$ cat src/rtl/pgf_pkg.sv
package pgf_pkg;

    typedef enum logic [1:0] {
        RG_GLOBAL = 2'd0,
        RG_CREG   = 2'd1,
        RG_TABLE  = 2'd2,
        RG_NONE   = 2'd3
    } region_t;

    typedef enum logic [1:0] {
        ST_IDLE  = 2'd0,
        ST_GRANT = 2'd1,
        ST_DENY  = 2'd2
    } rsp_state_t;

endpackage

$ cat src/rtl/pgf_decode.sv
module pgf_decode
    import pgf_pkg::*;
#(
    parameter int ADDR_W   = 8,
    parameter int GLB_BASE = 0,
    parameter int GLB_SIZE = 8,
    parameter int REG_BASE = 8,
    parameter int REG_SIZE = 24,
    parameter int TBL_BASE = 64,
    parameter int TBL_SIZE = 64
) (
    input  logic [ADDR_W-1:0] addr,
    output region_t           region
);
    localparam int GLB_END = GLB_BASE + GLB_SIZE;
    localparam int REG_END = REG_BASE + REG_SIZE;
    localparam int TBL_END = TBL_BASE + TBL_SIZE;

    logic [31:0] a_ext;

    always_comb begin
        a_ext = 32'(addr);
        if (a_ext >= 32'(GLB_BASE) && a_ext < 32'(GLB_END))
            region = RG_GLOBAL;
        else if (a_ext >= 32'(REG_BASE) && a_ext < 32'(REG_END))
            region = RG_CREG;
        else if (a_ext >= 32'(TBL_BASE) && a_ext < 32'(TBL_END))
            region = RG_TABLE;
        else
            region = RG_NONE;
    end
endmodule

$ cat src/rtl/pgf_policy.sv
module pgf_policy
    import pgf_pkg::*;
(
    input  region_t region,
    input  logic    cpu_super,
    input  logic    supv_bit,
    output logic    allow
);
    always_comb begin
        allow = 1'b0;
        unique case (region)
            RG_GLOBAL: allow = cpu_super;
            RG_CREG,
            RG_TABLE:  allow = cpu_super | ~supv_bit;
            RG_NONE:   allow = cpu_super;
            default:   allow = 1'b0;
        endcase
    end
endmodule

$ cat src/rtl/pgf_supv_reg.sv
module pgf_supv_reg #(
    parameter int ADDR_W   = 8,
    parameter int DATA_W   = 16,
    parameter int CFG_ADDR = 0,
    parameter int SUPV_POS = 7
) (
    input  logic              clk,
    input  logic              rst_n,
    input  logic              wr_ok,
    input  logic [ADDR_W-1:0] addr,
    input  logic [DATA_W-1:0] wdata,
    output logic              supv_bit
);
    always_ff @(posedge clk) begin
        if (!rst_n)
            supv_bit <= 1'b1;
        else if (wr_ok && addr == ADDR_W'(CFG_ADDR))
            supv_bit <= wdata[SUPV_POS];
    end
endmodule

$ cat src/rtl/pgf_access_filter.sv
module pgf_access_filter
    import pgf_pkg::*;
#(
    parameter int ADDR_W   = 8,
    parameter int DATA_W   = 16,
    parameter int GLB_BASE = 0,
    parameter int GLB_SIZE = 8,
    parameter int REG_BASE = 8,
    parameter int REG_SIZE = 24,
    parameter int TBL_BASE = 64,
    parameter int TBL_SIZE = 64,
    parameter int SUPV_POS = 7
) (
    input  logic              clk,
    input  logic              rst_n,
    input  logic [ADDR_W-1:0] bus_addr,
    input  logic              bus_rd,
    input  logic              bus_wr,
    input  logic [DATA_W-1:0] bus_wdata,
    input  logic              cpu_super,
    input  logic [DATA_W-1:0] rf_rdata,
    output logic [ADDR_W-1:0] rf_addr,
    output logic [DATA_W-1:0] rf_wdata,
    output logic              rf_wr_en,
    output logic              rf_rd_en,
    output logic              rd_valid,
    output logic [DATA_W-1:0] rd_data
);
    localparam logic [DATA_W-1:0] BLOCKED = {DATA_W{1'b1}};

    region_t    region;
    logic       supv_bit;
    logic       allow;
    rsp_state_t state_q, state_d;
    logic [DATA_W-1:0] cap_q;

    pgf_decode #(
        .ADDR_W(ADDR_W), .GLB_BASE(GLB_BASE), .GLB_SIZE(GLB_SIZE),
        .REG_BASE(REG_BASE), .REG_SIZE(REG_SIZE),
        .TBL_BASE(TBL_BASE), .TBL_SIZE(TBL_SIZE)
    ) u_decode (
        .addr   (bus_addr),
        .region (region)
    );

    pgf_policy u_policy (
        .region    (region),
        .cpu_super (cpu_super),
        .supv_bit  (supv_bit),
        .allow     (allow)
    );

    pgf_supv_reg #(
        .ADDR_W(ADDR_W), .DATA_W(DATA_W),
        .CFG_ADDR(GLB_BASE), .SUPV_POS(SUPV_POS)
    ) u_supv (
        .clk      (clk),
        .rst_n    (rst_n),
        .wr_ok    (rf_wr_en),
        .addr     (bus_addr),
        .wdata    (bus_wdata),
        .supv_bit (supv_bit)
    );

    // Forwarded request
    assign rf_addr  = bus_addr;
    assign rf_wdata = bus_wdata;
    assign rf_wr_en = bus_wr & allow;
    assign rf_rd_en = bus_rd & allow;

    // Next-state logic: T_RD_OK, T_RD_BLOCK, T_NO_RD
    always_comb begin
        state_d = ST_IDLE;
        unique case (state_q)
            ST_IDLE, ST_GRANT, ST_DENY: begin
                if (bus_rd && allow)
                    state_d = ST_GRANT;
                else if (bus_rd)
                    state_d = ST_DENY;
                else
                    state_d = ST_IDLE;
            end
            default: state_d = ST_IDLE;
        endcase
    end

    // State register and data capture
    always_ff @(posedge clk) begin
        if (!rst_n) begin
            state_q <= ST_IDLE;
            cap_q   <= '0;
        end else begin
            state_q <= state_d;
            if (rf_rd_en)
                cap_q <= rf_rdata;
        end
    end

    // Outputs per state
    always_comb begin
        rd_valid = 1'b0;
        rd_data  = '0;
        unique case (state_q)
            ST_IDLE:  begin rd_valid = 1'b0; rd_data = '0;      end
            ST_GRANT: begin rd_valid = 1'b1; rd_data = cap_q;   end
            ST_DENY:  begin rd_valid = 1'b1; rd_data = BLOCKED; end
            default:  begin rd_valid = 1'b0; rd_data = '0;      end
        endcase
    end
endmodule

$ cat config.mk
export PLATFORM = sky130hd
export DESIGN_NAME = pgf_access_filter
export DESIGN_NICKNAME = d
export VERILOG_FILES = /design/src/rtl/pgf_pkg.sv /design/src/rtl/pgf_decode.sv /design/src/rtl/pgf_policy.sv /design/src/rtl/pgf_supv_reg.sv /design/src/rtl/pgf_access_filter.sv
export SDC_FILE = /design/constraint.sdc
export NUM_CORES = 1
export LEC_CHECK = 0
export BUFFER_PORTS_ARGS = -buffer_cell sky130_fd_sc_hd__buf_2
export CORE_UTILIZATION = 30
export CTS_BUF_LIST = sky130_fd_sc_hd__clkbuf_2 sky130_fd_sc_hd__clkbuf_4 sky130_fd_sc_hd__clkbuf_8
export DETAILED_ROUTE_END_ITERATION = 6
export SLEW_MARGIN = 20
export SYNTH_ARGS = -nofsm -noshare
export SYNTH_HDL_FRONTEND = slang
export SYNTH_SLANG_ARGS = --single-unit
$ cat constraint.sdc
create_clock -name clk -period 1.4 [get_ports clk]
set_input_delay 0.28 -clock clk [delete_from_list [all_inputs] [get_ports clk]]
set_output_delay 0.28 -clock clk [all_outputs]
set_load 0.02 [all_outputs]
======== Yosys cells after proc, flatten, opt, wreduce, memory -nomap -nowiden ========
Index checks and enable logic that the tools add are counted.
cells by class
  bitwise operators ....................... 6
  $lt $le $gt $ge ......................... 5
  reduce and logical (&&, ||, !) cells .... 13
  mux-type cells .......................... 8
  equal/unequal tests ..................... 5
operators with widths
  cell                                                 count
  case mux 16 bit (2 select lines)                     1
  >= comparator 8 x 4 -> 1 bit, second input constant  1
  >= comparator 8 x 7 -> 1 bit, second input constant  1
  logical NOT 8 bit                                    1
  < comparator 8 x 4 -> 1 bit, second input constant   1
  < comparator 8 x 6 -> 1 bit, second input constant   1
  < comparator 8 bit, second input constant            1
  == test 2 bit, second input constant                 3
  two-way mux 2 bit                                    3
  OR reduction 2 bit                                   3
  OR reduction 3 bit                                   2
  == test 2 x 1 -> 1 bit, second input constant        2
  logical AND 1 bit                                    4
  logical NOT 2 bit                                    2
  two-way mux 1 bit                                    3
  NOT 1 bit                                            3
  AND 1 bit                                            2
  case mux 1 bit (2 select lines)                      1
  AND reduction 2 bit                                  1
  bitwise OR 1 bit                                     1
storage, ports and cells
  logic and storage cells ................. 41
  register bits ........................... 19
  output and inout port bits .............. 43

======== Longest topological paths before layout ========
  word-level depth ........................ 10
  depth in mapped cells ................... 6
  depth with buffers taken out ............ 4

======== By module ========
A second synthesis with hierarchy kept.
second synthesis, totals
  cell total of the unflattened synthesis .. 161
  area total of the unflattened synthesis .. 1,246.2 um^2
by module, submodules not included
  module             area each (um^2)  sequential area each (um^2)  times used  cells an instance
  pgf_access_filter  1,139.8           360.3                        1           148
  pgf_supv_reg       71.3              20.0                         1           8
  pgf_decode         18.8              0.0                          1           3
  pgf_policy         16.3              0.0                          1           2

======== Worst setup path before layout ========
Ideal clock, no wire load.
  kind .................................... reg-to-output
  start ................................... reg state_q[1]
  end ..................................... out rd_data[11]
  stages on the path, launching flop included .. 7
  arrival time ............................ 1.352 ns
  setup slack ............................. -0.232 ns
  cells stage by stage .................... dfxtp_1 > inv_1 > ha_1 > clkbuf_1 > clkbuf_1 > a21oi_1 > nor2_1
on the way
  word-level cells in the longest chain between the ends .. 2
  elaborated cells on any way between the ends .. 3
  those cells by class .................... eq/ne: 2; mux: 1
ends and longest elaborated chain
  item                                                            RTL line                  source
  from (decl)                                                     pgf_access_filter.sv:34   rsp_state_t state_q, state_d;
  from (signal assigned)                                          pgf_access_filter.sv:93   state_q <= state_d;
  == test 2 bit / == test 2 x 1 -> 1 bit (equally long branches)  pgf_access_filter.sv:103  unique case (state_q)
  case mux 16 bit (2 select lines) *                              pgf_access_filter.sv:103
  to (decl)                                                       pgf_access_filter.sv:27   output logic [DATA_W-1:0] rd_data
Mark *: on every way between the ends. The rest lies on a longest branch, timed or not.

======== Worst setup path after layout ========
  start ................................... reg state_q[1]
  end ..................................... out rd_data[1]
The elaborated chain is that of the path after synthesis.

==> flow_summary.yaml <==
final_layout:
  drive_gt1_share_pct: 63.1
  final_cell_mix: "buf_2 (39), nand2_1 (33), buf_6 (23)"
  instances_no_fill: 251
  areaGrowthSynthToFinish_pct: 73.9
  fin_area_um2: 2150
  fin_nets: 252
  diodes: 0
  layout_commonest_cell: "buf_2"
worst_setup_path:
  crit_type: "reg -> out"
  r2r-start: "u_supv.supv_bit"
  r2r_slack_ps: 20
  arrival_ps: 1350
  critical_path.endpoint_type: "output port"
  cp_max_fo: 5
  cp-startpoint: "state_q[1]"
  start_kind: "register"
  worstPathRequired_ps: 1120
yosys:
  syn-cell-area_um2: 1230
  yosys_warnings: 0
  synth_cell_types: 22
  yosysTopAreaCellShare_pct: 30.8
  synth-edff-count: 0
  syn_inst: 157
  ys_top_cells_by_area: "dfxtp_1 (31%), buf_4 (15%), mux2i_1 (13%)"
  synth-main-ff-cell: "dfxtp_1"
  synth.yosys.seq_area_share_pct: 30.8
  synthArstFlopShare_pct: 0
  syn_nets: 205
  syn_area_per_cell_um2: 7.86
  synth_top_area_cell: "dfxtp_1"
  ys_ff_latch: 19
sta:
  rsz0062_at_grt: "yes"
  final_max_slew_viol_count: 0
  worst_pin_slew_ps: 336
  timing.final.crit_period_ps: 1630
  fin_crit_sh_pct: 117
  setup_viol: 19
  relSlewSlack_pct: 77.6
  fin_skew_ps: 0.987
  hold_violations: 0
  fmax_mhz: 613
  setup_slack_ps: -231
  fin_tns_setup_ps: -4090
clocking:
  tritoncts: "yes"
  cts_buffer_depth: 2
  cts_buffers: 3
  cts_htree_levels: 1
  cts-root-buf: "clkbuf_8"
  cts_hold_buffers: 0
  clk_pin_slew_worst_paths_ps: 70
  cts_sinks: 19
  clk_latency_ps: 250
routing:
  detail_route.wl_per_cell_um: 12.8
  vias: 1155
  antenna_left: 0
  drc: 0
  viasPerCell: 4.60
  drt_first_pass_iters: 3
  drt-total-wl_um: 3220
  drt_iter0_drc: 50
floorplanning:
  die_w_um: 66.1
  dieArea_um2: 4370
  die_height_um: 66.1
  num_rows: 22
  core_area_um2: 3800
  start_util_pct: 32.5
  ios: 88
placement:
  gp_congestion: 0.654
  placedCellCount: 241
  dpl_cell_area_um2: 1560
  io_buffers: 57
  place_ws_ps: -116
  place_hpwl_um: 1980
grt:
  grt_pass1_wl_um: 5420
  gr-usage-all-layers_pct: 16.3
  grt_pass1_vias: 1165
  grt.overflow.total: 0
  antenna_found_initial: 0
  grt_max_degree: 34
min_path:
  hold_path.class: "in -> reg"
  min-delay-start: "rf_rdata[11]"
outcome:
  status: "finished with violations"
  failed_checks: "setup timing"
power_and_ir_drop:
  seq_power_share_pct: 41.2
  power_frac_comb_pct: 31.2
  clkPwrFrac_pct: 27.6
  ir_drop_mv: 0.454
  power_switching_mw: 0.429
  internal_power_mw: 1.01
  power.density_nw_per_um2: 671
  p_leak_nw: 0.860
  p_sw_share_pct: 29.8
run:
  cap_viol_max_count: 0
[per-layer routing]
metal,vias to the layer above,track usage (%),wire (um)
met4,0,5.85,55
met3,15,3.97,191
met1,523,19.6,1360
li1,576,-,-
met5,-,0,0
met2,41,28.1,1610
[cells by family (layout without fill, tap and decap cells)]
family	count (synthesis)	count (layout)	synth area share, %
and+or+nand+nor	60	60	22.3
buffers and inverters	40	86	21.4
AOI/OAI and AO/OA	19	19	9.43
DFF	19	19	30.8
muxes	16	16	13.0
adders and majority gates	3	3	3.04
[final timing paths]
| kind | cells after the start | endpoint |
|---|---|---|
| worst min-delay path | 3 | cap_q[11] |
| worst max register to register | 6 | cap_q[8] |
| worst min register to register | 2 | cap_q[4] |
| worst max-delay path | 6 | rd_data[1] |
[synthesized netlist by cell type, types with 2 or more instances]
cell	number
mux2i_1	16
inv_1	4
nor4_1	2
buf_4	24
ha_1	3
clkbuf_1	10
nor2_1	17
nand2_1	33
nor3b_2	2
a21oi_1	16
dfxtp_1	19
[state kept, by name, summed over array words and instances (netlist names)]
| name | cells |
|---|---|
| cap_q | 16 |
| state_q | 2 |
| u_supv.supv_bit | 1 |
[per-stage QoR]
stage	hold slack, ps	power [mW]	util (%)
6_report	264	1.44	56.5
3_3_place_gp	445	0.899	40.9
3_5_place_dp	449	0.901	40.9
4_1_cts	265	1.44	55.6
5_1_grt	269	1.52	56.5
2_1_floorplan	422	0.869	-
[power groups by stage]
| stage | combinational, mW | sequential (mW) | clock (mW) |
|---|---|---|---|
| 2_1_floorplan | 0.279 | 0.590 | 0 |
| 3_3_place_gp | 0.306 | 0.593 | 0 |
| 3_5_place_dp | 0.308 | 0.593 | 0 |
| 4_1_cts | 0.437 | 0.593 | 0.406 |
| 5_1_grt | 0.482 | 0.596 | 0.437 |
| 6_report | 0.449 | 0.593 | 0.398 |
[area by class of cell]
class	instances	area, um^2
Sequential cell	19	389
Tap cell	48	60.1
Timing Repair Buffer	78	707
Inverter	4	15.0
Multi-Input combinational cell	98	926
Clock buffer	4	48.8
Fill cell	337	1650
[worst max-delay path: stages, from the launching register on]
cell and delay [ps]:
dfxtp_2 340, buf_6 110, ha_4 190, buf_16 150, a21oi_4 130, nor2_4 50, buf_6 120
[repair_timing]
| item | in CTS | in global routing |
|---|---|---|
| buffers inserted | 3 | 0 |
| endpoints found under the setup margin | 19 | 35 |
| pin swaps | 14 | 15 |
| cloned | 3 | 0 |
| resized for setup | 98 | 10 |
Note: power is estimated with default switching activity, not from simulation.
